### config.mk
export PLATFORM = sky130hd
export DESIGN_NAME = bus_xfer_seq
export DESIGN_NICKNAME = d
export VERILOG_FILES = /design/src/rtl/bxs_pkg.sv /design/src/rtl/bxs_beat_calc.sv /design/src/rtl/bxs_code_sel.sv /design/src/rtl/bus_xfer_seq.sv
export SDC_FILE = /design/constraint.sdc
export NUM_CORES = 1
export LEC_CHECK = 0
export ABC_AREA = 1
export BUFFER_PORTS_ARGS = -buffer_cell sky130_fd_sc_hd__buf_2
export CORE_MARGIN = 2
export CORE_UTILIZATION = 54
export DETAILED_ROUTE_END_ITERATION = 12
export MAX_ROUTING_LAYER = met4
export PLACE_DENSITY = 0.75
export SLEW_MARGIN = 15
export SYNTH_ARGS = -nofsm -noshare
export SYNTH_HDL_FRONTEND = slang
export SYNTH_SLANG_ARGS = --single-unit
### constraint.sdc
create_clock -name clk -period 2.95 [get_ports clk]
set_clock_uncertainty 0.1 [all_clocks]
set_input_delay 0.4425 -clock clk [delete_from_list [all_inputs] [get_ports clk]]
set_output_delay 0.4425 -clock clk [all_outputs]
set_load 0.02 [all_outputs]
### src/rtl/bxs_pkg.sv
package bxs_pkg;
  localparam int LINE_BYTES  = 16;
  localparam int MAX_BEAT_LG = 2;
  localparam int REMW        = $clog2(LINE_BYTES) + 1;

  localparam logic [1:0] SZ_LONG = 2'b00;
  localparam logic [1:0] SZ_BYTE = 2'b01;
  localparam logic [1:0] SZ_WORD = 2'b10;
  localparam logic [1:0] SZ_LINE = 2'b11;

  typedef enum logic [1:0] {
    ST_IDLE = 2'd0,
    ST_ADDR = 2'd1,
    ST_WAIT = 2'd2
  } seq_state_e;

  function automatic logic [1:0] lg_to_code(input logic [1:0] lg);
    case (lg)
      2'd0:    lg_to_code = SZ_BYTE;
      2'd1:    lg_to_code = SZ_WORD;
      2'd2:    lg_to_code = SZ_LONG;
      default: lg_to_code = SZ_LINE;
    endcase
  endfunction

  function automatic logic [REMW-1:0] code_to_bytes(input logic [1:0] code);
    case (code)
      SZ_BYTE: code_to_bytes = REMW'(1);
      SZ_WORD: code_to_bytes = REMW'(2);
      SZ_LONG: code_to_bytes = REMW'(4);
      default: code_to_bytes = REMW'(LINE_BYTES);
    endcase
  endfunction
endpackage

### src/rtl/bxs_beat_calc.sv
module bxs_beat_calc #(
  parameter int LG_MAX = 2,
  parameter int RW     = 5
) (
  input  logic [LG_MAX-1:0] addr_lo,
  input  logic [RW-1:0]     rem,
  input  logic [1:0]        port_lg,
  output logic [1:0]        beat_lg
);
  // Largest power of two allowed by port, remaining bytes and alignment.
  always_comb begin
    beat_lg = 2'd0;
    for (int k = 1; k <= LG_MAX; k++) begin
      if ((k <= int'(port_lg)) &&
          (int'(rem) >= (1 << k)) &&
          ((int'(addr_lo) & ((1 << k) - 1)) == 0)) begin
        beat_lg = 2'(k);
      end
    end
  end
endmodule

### src/rtl/bxs_code_sel.sv
module bxs_code_sel
  import bxs_pkg::*;
(
  input  logic [1:0] beat_lg,
  input  logic [1:0] port_lg,
  input  logic [1:0] total_code,
  input  logic       big_aligned,
  input  logic       burst,
  input  logic       first_beat,
  output logic [1:0] code
);
  always_comb begin
    if (big_aligned) begin
      code = (burst || first_beat) ? total_code : lg_to_code(port_lg);
    end else begin
      code = lg_to_code(beat_lg);
    end
  end
endmodule

### src/rtl/bus_xfer_seq.sv
module bus_xfer_seq
  import bxs_pkg::*;
#(
  parameter int AW = 32
) (
  input  logic          clk,
  input  logic          rst_n,
  input  logic [1:0]    port_sel_i,
  input  logic          req_valid_i,
  output logic          req_ready_o,
  input  logic [AW-1:0] req_addr_i,
  input  logic [1:0]    req_size_i,
  input  logic          req_read_i,
  input  logic          req_burst_i,
  input  logic          ack_i,
  output logic [AW-1:0] bus_addr_o,
  output logic          bus_strobe_o,
  output logic          bus_rw_o,
  output logic [1:0]    bus_size_o,
  output logic          strobe_oe_o,
  output logic          rw_oe_o,
  output logic [1:0]    size_oe_o,
  output logic          done_o
);
  localparam int ALW = MAX_BEAT_LG;

  // reset synchronizer: asserts at once, releases on clock
  logic [1:0] rst_sync_q;
  logic       rst_int_n;

  always_ff @(posedge clk or negedge rst_n) begin
    if (!rst_n) rst_sync_q <= 2'b00;
    else        rst_sync_q <= {rst_sync_q[0], 1'b1};
  end
  assign rst_int_n = rst_sync_q[1];

  seq_state_e      state_q, state_d;
  logic [AW-1:0]   addr_q, addr_d;
  logic [REMW-1:0] rem_q, rem_d;
  logic            first_q, first_d;
  logic [1:0]      port_lg_q, port_lg_d;
  logic [1:0]      tcode_q, tcode_d;
  logic            read_q, read_d;
  logic            burst_q, burst_d;
  logic            big_q, big_d;
  logic            done_q, done_d;
  logic            load, step, last_beat, xfer_en;

  logic [1:0]      beat_lg;
  logic [REMW-1:0] beat_bytes;
  logic [REMW-1:0] req_bytes;
  logic [1:0]      req_port_lg;
  logic [REMW-1:0] req_port_bytes;
  logic [1:0]      beat_code;

  bxs_beat_calc #(.LG_MAX(ALW), .RW(REMW)) u_beat (
    .addr_lo (addr_q[ALW-1:0]),
    .rem     (rem_q),
    .port_lg (port_lg_q),
    .beat_lg (beat_lg)
  );

  bxs_code_sel u_code (
    .beat_lg     (beat_lg),
    .port_lg     (port_lg_q),
    .total_code  (tcode_q),
    .big_aligned (big_q),
    .burst       (burst_q),
    .first_beat  (first_q),
    .code        (beat_code)
  );

  assign beat_bytes = REMW'(1) << beat_lg;
  assign last_beat  = (rem_q == beat_bytes);

  // request decode
  always_comb begin
    req_bytes      = code_to_bytes(req_size_i);
    req_port_lg    = (port_sel_i == 2'd3) ? 2'd2 : port_sel_i;
    req_port_bytes = REMW'(1) << req_port_lg;
  end

  // next-state process
  always_comb begin
    state_d = state_q;
    load    = 1'b0;
    step    = 1'b0;
    case (state_q)
      ST_IDLE: if (req_valid_i) begin
        state_d = ST_ADDR;
        load    = 1'b1;
      end
      ST_ADDR: state_d = ST_WAIT;
      ST_WAIT: if (ack_i) begin
        step    = 1'b1;
        state_d = last_beat ? ST_IDLE : ST_ADDR;
      end
      default: state_d = ST_IDLE;
    endcase
  end

  always_comb begin
    xfer_en   = load | step;
    done_d    = step & last_beat;
    addr_d    = addr_q;
    rem_d     = rem_q;
    first_d   = first_q;
    port_lg_d = port_lg_q;
    tcode_d   = tcode_q;
    read_d    = read_q;
    burst_d   = burst_q;
    big_d     = big_q;
    if (load) begin
      addr_d    = req_addr_i;
      rem_d     = req_bytes;
      first_d   = 1'b1;
      port_lg_d = req_port_lg;
      tcode_d   = req_size_i;
      read_d    = req_read_i;
      burst_d   = req_burst_i;
      big_d     = (req_bytes > req_port_bytes) &&
                  ((REMW'(req_addr_i[REMW-2:0]) & (req_bytes - REMW'(1))) == '0);
    end else if (step) begin
      addr_d  = addr_q + AW'(beat_bytes);
      rem_d   = rem_q - beat_bytes;
      first_d = 1'b0;
    end
  end

  // register process
  always_ff @(posedge clk or negedge rst_int_n) begin
    if (!rst_int_n) begin
      state_q <= ST_IDLE;
      done_q  <= 1'b0;
    end else begin
      state_q <= state_d;
      done_q  <= done_d;
    end
  end

  always_ff @(posedge clk or negedge rst_int_n) begin
    if (!rst_int_n) begin
      addr_q    <= '0;
      rem_q     <= '0;
      first_q   <= 1'b0;
      port_lg_q <= 2'd0;
      tcode_q   <= SZ_LONG;
      read_q    <= 1'b0;
      burst_q   <= 1'b0;
      big_q     <= 1'b0;
    end else if (xfer_en) begin
      addr_q    <= addr_d;
      rem_q     <= rem_d;
      first_q   <= first_d;
      port_lg_q <= port_lg_d;
      tcode_q   <= tcode_d;
      read_q    <= read_d;
      burst_q   <= burst_d;
      big_q     <= big_d;
    end
  end

  // outputs
  logic busy;
  assign busy         = (state_q != ST_IDLE);
  assign req_ready_o  = (state_q == ST_IDLE);
  assign bus_strobe_o = (state_q == ST_ADDR);
  assign bus_addr_o   = addr_q;
  assign bus_rw_o     = busy & read_q;
  assign bus_size_o   = busy ? beat_code : SZ_LONG;
  assign strobe_oe_o  = busy;
  assign rw_oe_o      = busy;
  assign size_oe_o    = {2{busy}};
  assign done_o       = done_q;
endmodule

Word-level counts from Yosys, hierarchy flattened
Index checks and enable logic that the tools add are counted.
W data, S select, Z words.
Storage, ports and cells
  register bits: 50
  word-level logic and storage cells: 78
Operators by class
  $lt $le $gt $ge: 5
  multiplexer cells: 23
  shift-type cells: 2
  add/subtract/negate cells: 3
  reduce and logical (&&, ||, !) cells: 18
  bitwise logic cells: 4
  equal/unequal tests: 12
Operators by type and width (number)
  $logic_not A32 Y1: 2
  $mux W32: 2
  $add A32 B5 Y32: 1
  $pmux W2 S3: 3
  $pmux W5 S3: 1
  $mux W2: 7
  $eq A2 B2 Y1 const B: 5
  $mux W5: 2
  $shl A1 B2 Y5 const A: 2
  $eq A2 B1 Y1 const B: 4
  $logic_not A2 Y1: 4
  $mux W1: 8
  $reduce_and A2 Y1: 3
  $and A4 B5 Y5: 1
  $eq A5 B5 Y1: 1
  $ge A5 B2 Y1 const B: 1
  $ge A5 B3 Y1 const B: 1
  $gt A5 B5 Y1: 1
  $logic_and A1 B1 Y1: 5
  $logic_not A5 Y1: 1
  $sub A5 B1 Y5 const B: 1
  $sub A5 B5 Y5: 1
  $ne A2 B2 Y1 const B: 2
  $reduce_bool A2 Y1: 2
  other kinds (5): 6

Depth between registers and ports, before layout
  word-level depth: 10
  mapped depth: 18
  mapped depth without buffers: 18

Cells and area by module
Synthesis repeated with hierarchy kept, for this count alone.
Second synthesis, totals
  cell total of the unflattened synthesis: 590
  area, all modules: 3892.5 µm²
Modules (own cells, without submodules)
  bus_xfer_seq: instances 1, seq. area each 1251.2 µm², cells each 552, area an instance 3696.0 µm²
  bxs_code_sel: instances 1, seq. area each 0.0 µm², cells each 25, area an instance 135.1 µm²
  bxs_beat_calc: instances 1, seq. area each 0.0 µm², cells each 13, area an instance 61.3 µm²

Worst setup path after synthesis
OpenSTA, ideal clock, no wires.
  kind: reg-to-reg
  start point: register port_lg_q[0]
  end point: register addr_q[23], in the netlist bus_addr_o[23]
  path buffers: 0
  slack: 0.599 ns
  arrival: 2.134 ns
  stages on the path, launching flop included: 18
  data required time: 2.733 ns
  cell sequence: dfrtp_1 > inv_1 > ha_1 > or2_2 > nand3_1 > nand3_1 > inv_1 > ha_1 > nand2_1 > nand2_1 > nand2_2 > inv_2 > nand2_1 > nand2_4 > nand3_1 > nand3_1 > nand2_1 > nand2_1
Between the ends
  longest elaborated chain between the ends: 9
  elaborated cells on any way between the ends: 12
  those cells by class: add/sub: 1; order compare: 2; shift: 1; mux: 4; reduce/logical: 4
RTL lines
  from (decl): RTL line bus_xfer_seq.sv:41  | logic [1:0] port_lg_q, port_lg_d;
  from (signal assigned): RTL line bus_xfer_seq.sv:155  | port_lg_q <= port_lg_d;
  $le A1 B2 Y1: RTL line bxs_beat_calc.sv:14  | if ((k <= int'(port_lg)) &&
  $logic_and A1 B1 Y1: RTL line bxs_beat_calc.sv:14
  $logic_and A1 B1 Y1: RTL line bxs_beat_calc.sv:15  | (int'(rem) >= (1 << k)) &&
  $mux W1: RTL line bxs_beat_calc.sv:14
  $mux W2 *: RTL line bxs_beat_calc.sv:14
  $shl A1 B2 Y5 *: RTL line bus_xfer_seq.sv:73  | assign beat_bytes = REMW'(1) << beat_lg;
  $add A32 B5 Y32 *: RTL line bus_xfer_seq.sv:124  | addr_d = addr_q + AW'(beat_bytes);
  $mux W32 *: RTL line bus_xfer_seq.sv:123  | end else if (step) begin
  $mux W32 *: RTL line bus_xfer_seq.sv:113  | if (load) begin
  to (signal assigned): RTL line bus_xfer_seq.sv:152  | addr_q <= addr_d;
  to (decl): RTL line bus_xfer_seq.sv:38  | logic [AW-1:0] addr_q, addr_d;
Mark *: on every way between the ends. The rest lies on a longest branch, timed or not. The select of a mux whose other input is x is not followed.
A chain may end at the register's enable or synchronous reset.

Worst setup path after layout
  start point: register port_lg_q[0]
  end point: register addr_q[21], in the netlist bus_addr_o[21]
The elaborated chain is that of the path after synthesis.

==> impl_metrics.csv <==
group,metric,value,unit
outcome,outcome,"complete, no violations",
placement,hpwl,7870,microns
logic_synthesis,synth_cell_types,37,
floorplanning,die_h,89.0,microns
floorplanning,start_util,0.547,
setup_path,worst_ep_required_time,3060,ps
detailed_routing,wl,10500,microns
flow_run,drv_cap,0,
logic_synthesis,synth_xor_area_frac,0.0135,
global_routing,gr-total-overflow,0,
placement,place_area,0.00434,sq mm
final_layout,final_common_cell,"nand2_1",
floorplanning,coreArea,0.00714,sq mm
setup_path,crit_arrival,2720,ps
timing,rsz0062_at_grt,"no",
logic_synthesis,yosys_warnings,0,
logic_synthesis,avgSynthCellArea,6.66,sq um
min_path,worstHoldPathCells,2,
detailed_routing,vias,4003,
cts,clkSlewWorstSetupHoldPaths,110,ps
placement,place_congestion,0.915,
power,peakVddDrop,568,uV
logic_synthesis,ys_async_sr_fraction,1.00,
timing,setup_viol,0,
logic_synthesis,synth_top_family_by_area,"simple AND/OR/NAND/NOR gates",
timing,finalCriticalPeriod,2610,ps
timing,slew_viol_final,0,
floorplanning,die-area,0.00793,sq mm
detailed_routing,dr.pass1.iters,4,
cts,htreeDepth,2,
logic_synthesis,synth_top_cell_by_area,"dfrtp_1",
floorplanning,pin_count,84,
cts,clockBufferDepth,2,
final_layout,area_delta_synth_final,13.8,%
timing,hold_violations,0,
cts,worstSkewPairLatency,320,ps
global_routing,antenna_found_initial,0,
timing,fmax,383,MHz
logic_synthesis,synthMuxAreaShare,0,
final_layout,fin_nets,725,
logic_synthesis,ys_seq_elements,50,
setup_path,endpoint_kind,"register",
timing,post-route-period-util,0.885,
cts,cts_hold_buf,1,
logic_synthesis,ys.flop_type,"dfrtp_1",
detailed_routing,drt_iter0_drc,224,
final_layout,fin_area,0.00444,sq mm
logic_synthesis,seq_area_frac_synth,0.320,
power,powerDensity,1030,mW/mm^2
setup_path,start_kind,"register",
global_routing,grt_max_degree,49,
final_layout,layout.cells.non_filler,763,
final_layout,fin_util,0.623,
final_layout,final_cell_mix,"nand2_1 (191), buf_2 (83), inv_1 (75), nor2_1 (56), nand3_1 (52)",
floorplanning,rows,31,
logic_synthesis,yosys.area_share.simple,0.374,
power,power.leakage,2.34,nW
placement,io_buffers,83,
global_routing,grt_util_all_layers,0.285,
detailed_routing,drtAntennaViolNets,0,
logic_synthesis,synthCells,586,
logic_synthesis,synth_area,0.00390,sq mm
logic_synthesis,synth-adder-area-share,0.0660,
detailed_routing,drc,0,
cts,cts_root_buffer,"clkbuf_8",
setup_path,cp_max_fo,8,
timing,fin_tns_setup,0,ps
detailed_routing,wl_per_cell,13.8,microns
setup_path,path_class,"register to register",
final_layout,antennaDiodeCount,0,
cts,post_cts_resized,0,
detailed_routing,vias_per_cell,5.25,
setup_path,rr_worst_depth,15,
min_path,hp-class,"input pin to register",
cts,cts_buffers,5,
floorplanning,fp.dieW,89.0,microns
logic_synthesis,synth_area_leaders,"dfrtp_1 (32%), nand2_1 (18%), inv_1 (7.2%)",
final_layout,final_layout_size_suffix_gt1_frac,0.190,
cts,cts_tree,"built",
logic_synthesis,synth-edff-count,0,
cts,post_cts_buffers,0,
cts,clock_sinks,50,
placement,place_inst,754,
logic_synthesis,synth_compound_area_frac,0.114,
timing,tightest_slew,669,ps
timing,slew_headroom,0.554,
power,fin_total_pwr,4.58,mW
global_routing,grt_pass1_wl,17200,microns
logic_synthesis,synth_top_area_frac,0.320,
global_routing,grt_pass1_vias,3806,
## state kept, by name, summed over array words and instances (netlist names), 2 cells and up
| register | flops |
|---|---|
| bus_addr_o | 32 |
| port_lg_q | 2 |
| rem_q | 5 |
| rst_sync_q | 2 |
| state_q | 2 |
| tcode_q | 2 |
## critical path, stage by stage (launching register included)
cell	delay (ps)
dfrtp_1	410
inv_1	80
ha_1	190
or2_2	260
nand3_1	150
nand3_1	160
inv_1	130
ha_1	270
nand2_1	80
nand2_1	80
nand3_1	80
nand2_1	170
nand3b_1	140
nand2_1	60
nor2_1	90
o21ai_1	70
## area by class of cell
class,count,area (sq um)
timing repair buffer,87,448
fill,740,2690
clock buffer,5,68.8
clock inverter,3,25.0
inverter,78,293
tap,99,124
multi-input combinational,441,2230
sequential,50,1250
## where the power goes
part / internal [mW] / switching, mW
registers: 0.984 / 0.418
logic: 0.935 / 1.80
clock network: 0.172 / 0.271
total: 2.09 / 2.49
## worst paths after layout
check / to / from / slack, ps
setup / recovery: bus_addr_o[21] / port_lg_q[0] / 340
hold / removal: state_q[1] / ack_i / 200
setup reg to reg: bus_addr_o[21] / port_lg_q[0] / 340
hold reg to reg: bus_addr_o[19] / rst_sync_q[1] / 260
max in group asynchronous: bus_addr_o[29] / rst_sync_q[1] / 2020
min in group asynchronous: bus_addr_o[19] / rst_sync_q[1] / 260
## cells by family after synthesis
kind of cell,Yosys count
and+or+nand+nor,336
other,2
DFF,50
xor gates and xnor gates,6
adders and majority gates,20
buffers and inverters,96
AOI/OAI and AO/OA,76
## through the flow
stage	worst slack, ps	hold slack, ps
after floorplan	599	46.9
after global placement	476	127
after detailed placement	341	129
after CTS	336	202
after global routing	15.0	190
final	339	201
## Yosys cell counts, drive strengths merged, types with 5 or more instances
| master | count |
|---|---|
| or2 | 6 |
| o22ai | 5 |
| nand2 | 205 |
| xor2 | 5 |
| buf | 16 |
| nand3b | 5 |
| a21oi | 12 |
| dfrtp | 50 |
| o21ai | 41 |
| nand3 | 53 |
| nor2 | 61 |
| ha | 19 |
| o221ai | 5 |
| inv | 78 |
## metal layers
| metal | global-route usage | share of wire |
|---|---|---|
| met5 | - | 0 |
| met4 | 0.111 | 0.035 |
| met3 | 0.0360 | 0.043 |
| met2 | 0.483 | 0.48 |
| met1 | 0.347 | 0.44 |
Power figures use the tool's default switching activity.
